--- src/rtl/hp_pkg.sv ---
package hp_pkg;
  localparam int unsigned HP_SLOTS  = 32;
  localparam int unsigned HP_SLOT_W = $clog2(HP_SLOTS);
  localparam int unsigned HP_DATA_W = 32;

  typedef enum logic [1:0] {
    WORD_INSERTED  = 2'd0,
    WORD_PENDING   = 2'd1,
    WORD_EJECT     = 2'd2,
    WORD_REMOVABLE = 2'd3
  } hpWord_e;

  typedef struct packed {
    logic                ejectEn;
    logic [HP_SLOTS-1:0] ejectSel;
    logic                loadCap;
  } hpCtl_t;
endpackage

--- src/rtl/hp_control.sv ---
module hp_control
  import hp_pkg::*;
#(
  parameter int unsigned SLOTS  = HP_SLOTS,
  parameter int unsigned DATA_W = HP_DATA_W
) (
  input  logic              clk,
  input  logic              rstN,
  input  logic              sysResetReq,
  input  logic              regWr,
  input  logic [1:0]        regWord,
  input  logic [DATA_W-1:0] regWdata,
  input  logic [SLOTS-1:0]  pendingMask,
  output hpCtl_t            ctl,
  output logic              draining
);
  typedef enum logic {ST_IDLE, ST_DRAIN} ctlState_e;

  ctlState_e state, stateNext;
  logic [SLOTS-1:0] wrBits;
  logic [SLOTS-1:0] wrLow;
  logic [SLOTS-1:0] pendLow;
  logic             anyPending;
  logic             wrEject;

  assign wrBits     = regWdata[SLOTS-1:0];
  assign wrLow      = wrBits & (~wrBits + SLOTS'(1));
  assign pendLow    = pendingMask & (~pendingMask + SLOTS'(1));
  assign anyPending = |pendingMask;
  assign wrEject    = regWr && (regWord == WORD_EJECT) && (|wrBits) && (state == ST_IDLE);
  assign draining   = (state == ST_DRAIN);

  always_comb begin
    ctl.ejectEn  = 1'b0;
    ctl.ejectSel = '0;
    ctl.loadCap  = 1'b0;
    if (state == ST_DRAIN) begin
      if (anyPending) begin
        ctl.ejectEn  = 1'b1;
        ctl.ejectSel = pendLow;
      end else begin
        ctl.loadCap = 1'b1;
      end
    end else if (wrEject) begin
      ctl.ejectEn  = 1'b1;
      ctl.ejectSel = wrLow;
    end
  end

  always_comb begin
    stateNext = state;
    case (state)
      ST_IDLE:  if (sysResetReq) stateNext = ST_DRAIN;
      ST_DRAIN: if (!anyPending) stateNext = sysResetReq ? ST_DRAIN : ST_IDLE;
      default:  stateNext = ST_IDLE;
    endcase
  end

  always_ff @(posedge clk or negedge rstN) begin
    if (!rstN) state <= ST_DRAIN;
    else       state <= stateNext;
  end
endmodule

--- src/rtl/hp_datapath.sv ---
module hp_datapath
  import hp_pkg::*;
#(
  parameter int unsigned SLOTS  = HP_SLOTS,
  parameter int unsigned SLOT_W = HP_SLOT_W,
  parameter int unsigned DATA_W = HP_DATA_W
) (
  input  logic              clk,
  input  logic              rstN,
  input  hpCtl_t            ctl,
  input  logic              evtInsert,
  input  logic              evtRemove,
  input  logic [SLOT_W-1:0] evtSlot,
  input  logic              evtCold,
  input  logic [SLOTS-1:0]  fixedStrap,
  input  logic [SLOTS-1:0]  fixedOccupied,
  input  logic [1:0]        regWord,
  output logic [DATA_W-1:0] regRdata,
  output logic [SLOTS-1:0]  presentMask,
  output logic [SLOTS-1:0]  pendingMask,
  output logic [SLOTS-1:0]  capableMask,
  output logic [SLOTS-1:0]  ejectStrobe,
  output logic              gpeSet
);
  logic [SLOTS-1:0] presentNext, pendingNext, capableNext, strobeNext;

  for (genvar i = 0; i < SLOTS; i++) begin : g_slot
    logic insHit, remHit, ejHit;
    assign insHit = evtInsert && (evtSlot == SLOT_W'(i));
    assign remHit = evtRemove && (evtSlot == SLOT_W'(i));
    assign ejHit  = ctl.ejectEn && ctl.ejectSel[i];

    always_comb begin
      presentNext[i] = presentMask[i];
      if (insHit)                           presentNext[i] = 1'b1;
      else if (ejHit && !fixedOccupied[i])  presentNext[i] = 1'b0;

      pendingNext[i] = pendingMask[i];
      if (remHit)     pendingNext[i] = 1'b1;
      else if (ejHit) pendingNext[i] = 1'b0;

      capableNext[i] = ctl.loadCap ? ~fixedStrap[i] : capableMask[i];
      strobeNext[i]  = ejHit;
    end
  end

  always_ff @(posedge clk or negedge rstN) begin
    if (!rstN) begin
      presentMask <= '0;
      pendingMask <= '0;
      capableMask <= '0;
      ejectStrobe <= '0;
      gpeSet      <= 1'b0;
    end else begin
      presentMask <= presentNext;
      pendingMask <= pendingNext;
      capableMask <= capableNext;
      ejectStrobe <= strobeNext;
      gpeSet      <= (evtInsert && !evtCold) || evtRemove;
    end
  end

  always_comb begin
    case (regWord)
      WORD_INSERTED:  regRdata = DATA_W'(presentMask & capableMask);
      WORD_PENDING:   regRdata = DATA_W'(pendingMask);
      WORD_REMOVABLE: regRdata = DATA_W'(capableMask);
      default:        regRdata = '0;
    endcase
  end
endmodule

--- src/rtl/hp_slot_ctrl.sv ---
module hp_slot_ctrl
  import hp_pkg::*;
#(
  parameter int unsigned SLOTS  = HP_SLOTS,
  parameter int unsigned SLOT_W = HP_SLOT_W,
  parameter int unsigned DATA_W = HP_DATA_W
) (
  input  logic              clk,
  input  logic              rstN,
  input  logic              sysResetReq,
  input  logic              evtInsert,
  input  logic              evtRemove,
  input  logic [SLOT_W-1:0] evtSlot,
  input  logic              evtCold,
  input  logic [SLOTS-1:0]  fixedStrap,
  input  logic [SLOTS-1:0]  fixedOccupied,
  input  logic [1:0]        regWord,
  input  logic              regWr,
  input  logic [DATA_W-1:0] regWdata,
  output logic [DATA_W-1:0] regRdata,
  output logic              gpeSet,
  output logic [SLOTS-1:0]  ejectStrobe
);
  hpCtl_t           ctlStrobes;
  logic             drainActive;
  logic [SLOTS-1:0] presentMask, pendingMask, capableMask;

  hp_control #(.SLOTS(SLOTS), .DATA_W(DATA_W)) i_control (
    .clk(clk), .rstN(rstN), .sysResetReq(sysResetReq), .regWr(regWr),
    .regWord(regWord), .regWdata(regWdata), .pendingMask(pendingMask),
    .ctl(ctlStrobes), .draining(drainActive)
  );

  hp_datapath #(.SLOTS(SLOTS), .SLOT_W(SLOT_W), .DATA_W(DATA_W)) i_datapath (
    .clk(clk), .rstN(rstN), .ctl(ctlStrobes), .evtInsert(evtInsert),
    .evtRemove(evtRemove), .evtSlot(evtSlot), .evtCold(evtCold),
    .fixedStrap(fixedStrap), .fixedOccupied(fixedOccupied), .regWord(regWord),
    .regRdata(regRdata), .presentMask(presentMask), .pendingMask(pendingMask),
    .capableMask(capableMask), .ejectStrobe(ejectStrobe), .gpeSet(gpeSet)
  );
endmodule

--- config.mk ---
export PLATFORM = sky130hd
export DESIGN_NAME = hp_slot_ctrl
export DESIGN_NICKNAME = d
export VERILOG_FILES = /design/src/rtl/hp_pkg.sv /design/src/rtl/hp_control.sv /design/src/rtl/hp_datapath.sv /design/src/rtl/hp_slot_ctrl.sv
export SDC_FILE = /design/constraint.sdc
export NUM_CORES = 1
export LEC_CHECK = 0
export CAP_MARGIN = 20
export CORE_MARGIN = 4
export CORE_UTILIZATION = 35
export DETAILED_ROUTE_END_ITERATION = 10
export PLACE_DENSITY = 0.71
export SYNTH_ARGS = -nofsm -noshare
export SYNTH_HDL_FRONTEND = slang
export SYNTH_SLANG_ARGS = --single-unit
--- constraint.sdc ---
create_clock -name clk -period 2.4 [get_ports clk]
set_clock_uncertainty 0.05 [all_clocks]
set_input_delay 0.72 -clock clk [delete_from_list [all_inputs] [get_ports clk]]
set_output_delay 0.72 -clock clk [all_outputs]
set_load 0.05 [all_outputs]
=== Word level (Yosys, flattened, before mapping) ===
Cells that the tools add are included.

* Input bits: 110
* Bits in registers: 130

* Equal/unequal tests: 34
* Add/subtract/negate cells: 2
* Reductions and logical operators: 234
* Mux-type cells: 137
* Bitwise logic cells: 38

{| class="wikitable"
|+ Operators with widths
! operator !! number
|-
| 1-bit logical AND || 132
|-
| 1-bit two-way mux || 132
|-
| 2-bit nonzero test || 64
|-
| 33-bit two-way mux || 3
|-
| 32-bit AND || 3
|-
| 32-bit case mux with 3 select lines || 1
|-
| 5-bit == test, second input constant || 16
|-
| 32-bit by 1-bit adder with 32-bit output, second input constant || 2
|-
| 32-bit NOT || 2
|-
| 32-bit OR reduction || 2
|-
| 5-bit by 4-bit == test with 1-bit output, second input constant || 8
|-
| 1-bit zero test || 33
|-
| 1-bit NOT || 33
|-
| 5-bit by 3-bit == test with 1-bit output, second input constant || 4
|-
| 5-bit by 2-bit == test with 1-bit output, second input constant || 2
|-
| 5-bit by 1-bit == test with 1-bit output, second input constant || 1
|-
| 5-bit zero test || 1
|-
| 2-bit == test, second input constant || 2
|-
| 2-bit by 1-bit == test with 1-bit output, second input constant || 1
|-
| 2-bit zero test || 1
|-
| 1-bit case mux with 2 select lines || 1
|-
| 1-bit logical OR || 1
|}

=== Logic depth before layout (Yosys ltp) ===
Gate-level depths: netlist (run 1).

* Depth after elaboration: 10
* Gate-level depth with buffers: 8
* Gate-level depth less buffers: 5

=== By module ===
From an unflattened synthesis (run 1), not the netlist that was laid out.

* Cell total of the unflattened synthesis: 614
* Area, all modules: 6657.6 µm²

{| class="wikitable"
|+ By module, submodules not included
! module !! times used !! area each (µm²) !! cells each
|-
| hp_datapath || 1 || 5713.0 || 477
|-
| hp_control || 1 || 944.7 || 137
|}

=== Least setup slack after synthesis (run 1) ===
OpenSTA, ideal clock, no wires.

* Kind: input port to output port
* Start: input regWord[0]
* End: output regRdata[0]
* Path buffers: 2
* Stages: 4
* Data arrival time: 2.450 ns
* Setup slack: -0.820 ns
* Cells stage by stage: clkbuf_1 clkbuf_1 a21oi_1 o21ai_0

* Word-level cells in the longest chain between the ends: 2
* Elaborated cells on any way between the ends: 4
* Those cells by class: eq/ne: 2; mux: 1; reduce/logical: 1

{| class="wikitable"
|+ Ends and longest elaborated chain
! element !! RTL line !! RTL
|-
| from (decl) || hp_slot_ctrl.sv:17 || <nowiki>input logic [1:0] regWord,</nowiki>
|-
| 2-bit == test (tied with other cells) || hp_datapath.sv:64 || <nowiki>case (regWord)</nowiki>
|-
| 32-bit case mux with 3 select lines (*) || hp_datapath.sv:64 ||
|-
| to (decl) || hp_slot_ctrl.sv:20 || <nowiki>output logic [DATA_W-1:0] regRdata,</nowiki>
|}

Every way passes the cells marked *; elsewhere a longest branch is shown, timed or not.

=== Final worst setup path (run 1) ===
* Start: input regWord[1]
* End: output regRdata[17]

The elaborated chain is that of the path after synthesis.

==> impl_summary.txt, run 1 <==
----------------------------------------------------
[Floorplanning]
  Die area ... 21600 um^2
  Die width ... around 150 um
  Die Y-Extent ... 147 um
  Initial Util ... roughly 36%
  Top-Level Pins ... around 180
  Area of the core ... 18800 um^2
  Number of rows created at floorplan ... 50

[Route]
  First-pass DRT Iterations ... 5
  Met2 wirelength from detailed routing ... 12900 um
  Vias after detailed routing ... around 7300
  Antenna Nets Post-Route ... 0
  Initial DRC count ... 590
  Avg Vias per Cell ... 5.40
  Detailed-routing wirelength on met1 ... roughly 12000 um
  Routed wire per std cell ... 20.3 um
  Total Routed Length ... between 20000 and 30000 um
  Remaining design rule violation count ... 0
  Highest Signal Layer ... met4
  Met3 WL ... about 1800 um

[Finish]
  Share of layout cells above drive strength 1 ... 26.4%
  Final #Nets ... 1198
  Count of inserted antenna diode cells ... 0
  Final standard cell area without fillers ... ~11000 um^2
  Post-synthesis to final-layout area growth ... 68.4%

[Setup path]
  Maximum cell stage delay along the critical path ... ~0.18 ns
  Crit Path Category ... primary input to output pin
  Critical-path top delay cell ... and2_4
  Worst Setup End Kind ... output pin
  Dominant cell type by count on the critical path ... buf_12
  Worst EP arrival ... between 1.5 and 2 ns
  Cell type group with the largest total delay on the critical path ... buffers and inverters
  Critical Path Start Type ... primary input
  Critical path data required time ... around 1.6 ns
  Cells along the critical path ... buf_6 -> and2_4 -> buf_12 -> buf_4 -> nand2_1 -> o21ai_4 -> buf_12
  Crit path buffers/inverters ... 4
  Max FO, Critical Path ... 5

[STA]
  Portion of the clock cycle consumed by the worst path in the final layout ... 100%
  Setup repair after global routing missed its margin ... yes
  Achievable frequency ... just over 0.4 GHz
  Slew at the pin closest to its max-slew limit ... about 0.66 ns
  Slew Limit Fails ... 0
  # setup viols final ... 6
  Final critical path time including I/O delays and setup ... between 2 and 2.5 ns
  Worst slew margin ... between 50% and 60%
  Fin Setup TNS ... -0.0146 ns
  Final worst hold slack ... about 0.25 ns
  Slack of the critical path ... -0.00858 ns
  Number of failing hold endpoints at the final stage ... 0

[Clock network]
  Clock tree root buffer cell ... clkbuf_16
  CTS sink cnt ... 130
  Num CTS Buffers ... 17
  Clk pin slew, worst setup/hold paths ... approximately 0.06 ns
  Total of hold buffers inserted after clock tree synthesis ... 0
  Number of levels the H-tree was split into ... 4
  Worst skew pair latency ... between 0.4 and 0.5 ns
  Number of buffers between clock root and the deepest sink ... 2
  Clock tree from TritonCTS ... yes

[Synthesis]
  Post-synth EDFFs ... 0
  Gate count of the mapped netlist ... approximately 800
  Share of async-settable or async-resettable flops after synthesis ... 100%
  Largest area contributor in the netlist ... dfrtp_1
  Most common cell in the synthesized netlist ... nand2_1
  Cell area after synthesis ... around 6700 um^2
  Mean area per synthesized cell ... between 8 and 9 um^2
  Most instantiated cells after synthesis ... nand2_1 (161), dfrtp_1 (129), o21ai_0 (88), nor2_1 (58), a21oi_1 (45)
  Synth warnings ... 0
  Net count after synthesis ... just over 900
  Proportion of synthesized chip area in sequential cells ... ~48%
  Most used DFF post-synth ... dfrtp_1
  Cell types with the largest area share after synthesis ... dfrtp_1 (48%), nand2_1 (9.0%), o21ai_0 (6.5%)
  Flip-flop and latch count after synthesis ... 130
  Area share of the largest cell type after synthesis ... 47.9%
  Count of cell types in the netlist ... 56

[Global routing]
  Global router's overall resource usage ... 25.4%
  Via count of the first global-routing pass ... approximately 7400
  Antenna violations before repair ... 0
  Maximum number of pins on one net before global-route repair ... 66
  First-pass GRT wire length ... approximately 43000 um
  Overall overflow remaining after global route ... 0

[Pwr]
  Clock Power Share ... 24.4%
  Combinational fraction of design power ... 46.5%
  VDD IR-drop max ... 0.681 mV
  Internal power consumption ... around 7 mW
  Switching pwr ... between 4 and 5 mW
  Leak ... about 5.1 nW
  Switching power share of the total ... between 40 and 50%
  Flop pwr share ... 29.2%
  Power density over the cells ... between 1000 and 1500 nW/um^2
  Post-route total power ... roughly 12 mW

[Job]
  Max-Cap Viols ... 0

[Placed design]
  Count of buffers inserted at the top-level ports ... 174
  Routability congestion estimate ... ~0.95
  Post-placement cell area ... 10400 um^2
  Half-perimeter wire length of the detailed placement result ... about 21000 um

[Hold path]
  Worst hold path class ... primary input to async pin

[Outcome]
  Violated checks ... setup timing
  Status ... finished, violations left

----------------------------------------------------
## per-layer routing
metal	up-vias	track usage, %
li1	3434	-
met1	3560	34.5
met2	311	40.7
met3	41	5.03
met4	0	8.94
met5	-	0
## area by class of cell
| type | count | area, um^2 |
|---|---|---|
| inverter | 31 | 116 |
| clock buffer | 19 | 453 |
| tap | 260 | 325 |
| fill | 1616 | 7470 |
| multi-input combinational | 597 | 3720 |
| clock inverter | 13 | 206 |
| sequential | 130 | 3250 |
| timing repair buffer | 311 | 3280 |
## path summary, 6_finish.rpt
check	start	slack, ns	cells past startpoint	to
min in group clk	i_datapath.presentMask[2]	0.45	1	i_datapath.presentMask[2]
worst max register to register	i_control.draining	0.19	7	i_datapath.capableMask[11]
worst min register to register	i_datapath.presentMask[2]	0.45	1	i_datapath.presentMask[2]
max in group asynchronous	rstN	1.70	2	i_control.draining
worst max-delay path	regWord[1]	-0.009	7	regRdata[17]
worst min-delay path	rstN	0.25	2	i_datapath.ejectStrobe[9]
## cell usage in the layout (no fill, tap or decap), drive strengths merged, types with 9 or more instances in the layout
cell,Yosys,final
nor4,15,15
clkdlybuf4s50,0,128
o21ai,91,91
and2,10,10
nor2,60,60
nand2,161,161
clkbuf,33,21
dfrtp,129,129
inv,31,32
nand4,27,27
buf,7,170
nor3b,9,9
a21oi,45,45
nor3,17,17
nand3,32,32
o22ai,20,20
a22o,11,11
## what timing repair did
| item | CTS | global route |
|---|---|---|
| pin swaps | 8 | 11 |
| endpoints found under the setup margin | 74 | 39 |
| buffers inserted | 2 | 2 |
| resized for setup | 46 | 26 |
| cloned | 2 | 2 |
## cells by family (layout without fill, tap and decap cells)
| family | count (synthesis) | in the layout | share of synthesized area (%) |
|---|---|---|---|
| simple gates | 389 | 389 | 29.1 |
| buf+inv | 71 | 374 | 4.16 |
| compound gates | 208 | 208 | 18.5 |
| flops | 130 | 130 | 48.3 |
## flip-flops by register name, indices dropped and copies added, names as in the netlist
signal                  count
i_datapath.gpeSet           1
i_control.draining          1
i_datapath.presentMask     32
i_datapath.ejectStrobe     32
i_datapath.pendingMask     32
i_datapath.capableMask     32
## power groups by stage
stage / combinational (mW) / clock, mW / sequential [mW]
finish: 5.63 / 2.95 / 3.53
global route: 6.02 / 3.08 / 3.61
CTS: 5.58 / 2.98 / 3.51
detailed placement: 5.51 / 0 / 3.50
global placement: 5.46 / 0 / 3.49
floorplan: 2.83 / 0 / 3.62
## through the flow
step           util [%]  std cells  worst slack (ns)
2_1_floorplan         -        798            0.0397
3_3_place_gp       55.1       1321            -0.558
3_5_place_dp       55.1       1321            -0.597
4_1_cts            59.5       1357           0.00299
5_1_grt            60.3       1361           -0.0219
6_report           60.3       1361          -0.00858
Note: power is estimated with default switching activity, not from simulation.
==> inputs of run 2 (changes only) <==
SKIP_CTS_REPAIR_TIMING = 1   (was default)
==> run 2 against run 1 <==
  * The flow still finishes with violations (setup timing)
  * Register-to-register slack hardly changed
  * Via count is 2.0% higher
  * Highest routed layer unchanged
  * Clock power hardly changed
  * Wire length is 2.5% higher
  * Power is 0.31% higher
  * Flip-flop and latch count stayed put
  * Hold slack hardly changed
  * Die area stayed put
==> impl_summary.txt, run 2 (same netlist as run 1, synthesis figures left out) <==
----------------------------------------------------
[STA]
  Slew at the pin closest to its max-slew limit ... 0.682 ns
  Portion of the clock cycle consumed by the worst path in the final layout ... 101%
  Slack of the critical path ... -0.0315 ns
  Fin Setup TNS ... -0.102 ns
  # setup viols final ... 7
  Worst slew margin ... a little over half
  Slew Limit Fails ... 0
  Achievable frequency ... between 0.4 and 0.5 GHz
  Number of failing hold endpoints at the final stage ... 0
  Final critical path time including I/O delays and setup ... around 2.4 ns
  Setup repair after global routing missed its margin ... yes

[Outcome]
  Status ... finished, violations left
  Violated checks ... setup timing

[Global routing]
  Via count of the first global-routing pass ... approximately 7300
  First-pass GRT wire length ... ~42000 um
  Global router's overall resource usage ... 24.9%
  Antenna violations before repair ... 0
  Maximum number of pins on one net before global-route repair ... between 60 and 70
  Overall overflow remaining after global route ... 0

[Clock network]
  Worst skew pair latency ... between 0.4 and 0.5 ns
  Number of levels the H-tree was split into ... 4
  Num CTS Buffers ... 17
  Number of buffers between clock root and the deepest sink ... 2
  CTS sink cnt ... 130
  Clk pin slew, worst setup/hold paths ... about 0.06 ns
  Clock tree from TritonCTS ... yes
  Clock tree root buffer cell ... clkbuf_16

[Route]
  Total Routed Length ... approximately 28000 um
  Antenna Nets Post-Route ... 0
  First-pass DRT Iterations ... 5
  Vias after detailed routing ... 7491
  Avg Vias per Cell ... 5.50
  Routed wire per std cell ... slightly above 20 um
  Initial DRC count ... ~540
  Remaining design rule violation count ... 0

[Placed design]
  Half-perimeter wire length of the detailed placement result ... 20500 um
  Post-placement cell area ... ~10000 um^2
  Count of buffers inserted at the top-level ports ... 174
  Routability congestion estimate ... between 0.9 and 1

[Floorplanning]
  Die area ... 21600 um^2
  Initial Util ... roughly 36%
  Top-Level Pins ... between 150 and 200
  Number of rows created at floorplan ... 50
  Area of the core ... between 15000 and 20000 um^2
  Die Y-Extent ... 147 um
  Die width ... around 150 um

[Finish]
  Post-synthesis to final-layout area growth ... 69.5%
  Most frequent cells in the layout ... nand2_1 (143), clkdlybuf4s50_1 (130), dfrtp_1 (129)
  Utilization after layout ... 60.7%
  Share of layout cells above drive strength 1 ... 26.3%
  Final #Nets ... between 1000 and 1500
  Final standard cell area without fillers ... between 10000 and 15000 um^2
  Most common cell after layout, fill and taps aside ... nand2_1
  Count of inserted antenna diode cells ... 0

[Setup path]
  Worst EP arrival ... about 1.7 ns
  Critical Path Start Type ... primary input
  Max FO, Critical Path ... 6
  Worst Setup End Kind ... output pin
  Critical path data required time ... 1.63 ns
  Crit Path Category ... primary input to output pin

[Job]
  Max-Cap Viols ... 0

[Pwr]
  Leak ... 5.17 nW
  Power density over the cells ... roughly 1100 nW/um^2
  VDD IR-drop max ... 0.681 mV

[Hold path]
  Worst hold path class ... primary input to async pin

----------------------------------------------------
-- run 2: path summary, 6_finish.rpt --
| kind | endpoint | depth (start not counted) | startpoint | slack, ns |
|---|---|---|---|---|
| max | regRdata[21] | 7 | regWord[1] | -0.03 |
| min | i_datapath.ejectStrobe[9] | 2 | rstN | 0.25 |
| max reg2reg | i_datapath.capableMask[11] | 7 | i_control.draining | 0.19 |
| min reg2reg | i_datapath.presentMask[2] | 1 | i_datapath.presentMask[2] | 0.45 |
| max in group asynchronous | i_control.draining | 2 | rstN | 1.70 |
| min in group clk | i_datapath.presentMask[2] | 1 | i_datapath.presentMask[2] | 0.45 |
-- run 2: layer usage --
metal / routed length [um] / global-route usage, % / vias to the layer above / part of all wire [%]
li1: - / - / 3445 / -
met1: 12200 / 34.0 / 3627 / 43
met2: 13200 / 40.3 / 378 / 47
met3: 2160 / 4.72 / 41 / 7.7
met4: 689 / 7.76 / 0 / 2.4
met5: 0 / 0 / - / 0
-- run 2: metrics by stage --
stage	setup slack, ns	hold WS (ns)	power (mW)	instances
floorplan	0.0397	0.374	6.44	798
global placement	-0.558	0.422	8.95	1321
detailed placement	-0.597	0.433	9.01	1321
CTS	-0.184	0.277	12.0	1353
global route	-0.0625	0.281	12.7	1363
finish	-0.0315	0.254	12.1	1363
-- run 2: area by class of cell --
class / instances / area (um^2)
Fill cell: 1604 / 7400
Clock inverter: 13 / 206
Multi-Input combinational cell: 597 / 3710
Sequential cell: 130 / 3250
Tap cell: 260 / 325
Inverter: 31 / 116
Clock buffer: 19 / 453
Timing Repair Buffer: 313 / 3360
-- run 2: power by group --
| group | switching [mW] | internal (mW) |
|---|---|---|
| Clock | 1.05 | 1.90 |
| Combinational | 3.24 | 2.43 |
| Sequential | 0.627 | 2.90 |
-- run 2: worst max-delay path, stage by stage --
cell       delay, ns
buf_6           0.11
and2_4          0.18
buf_12          0.15
clkbuf_16       0.16
nand2_1         0.11
o21ai_4         0.08
buf_12          0.15
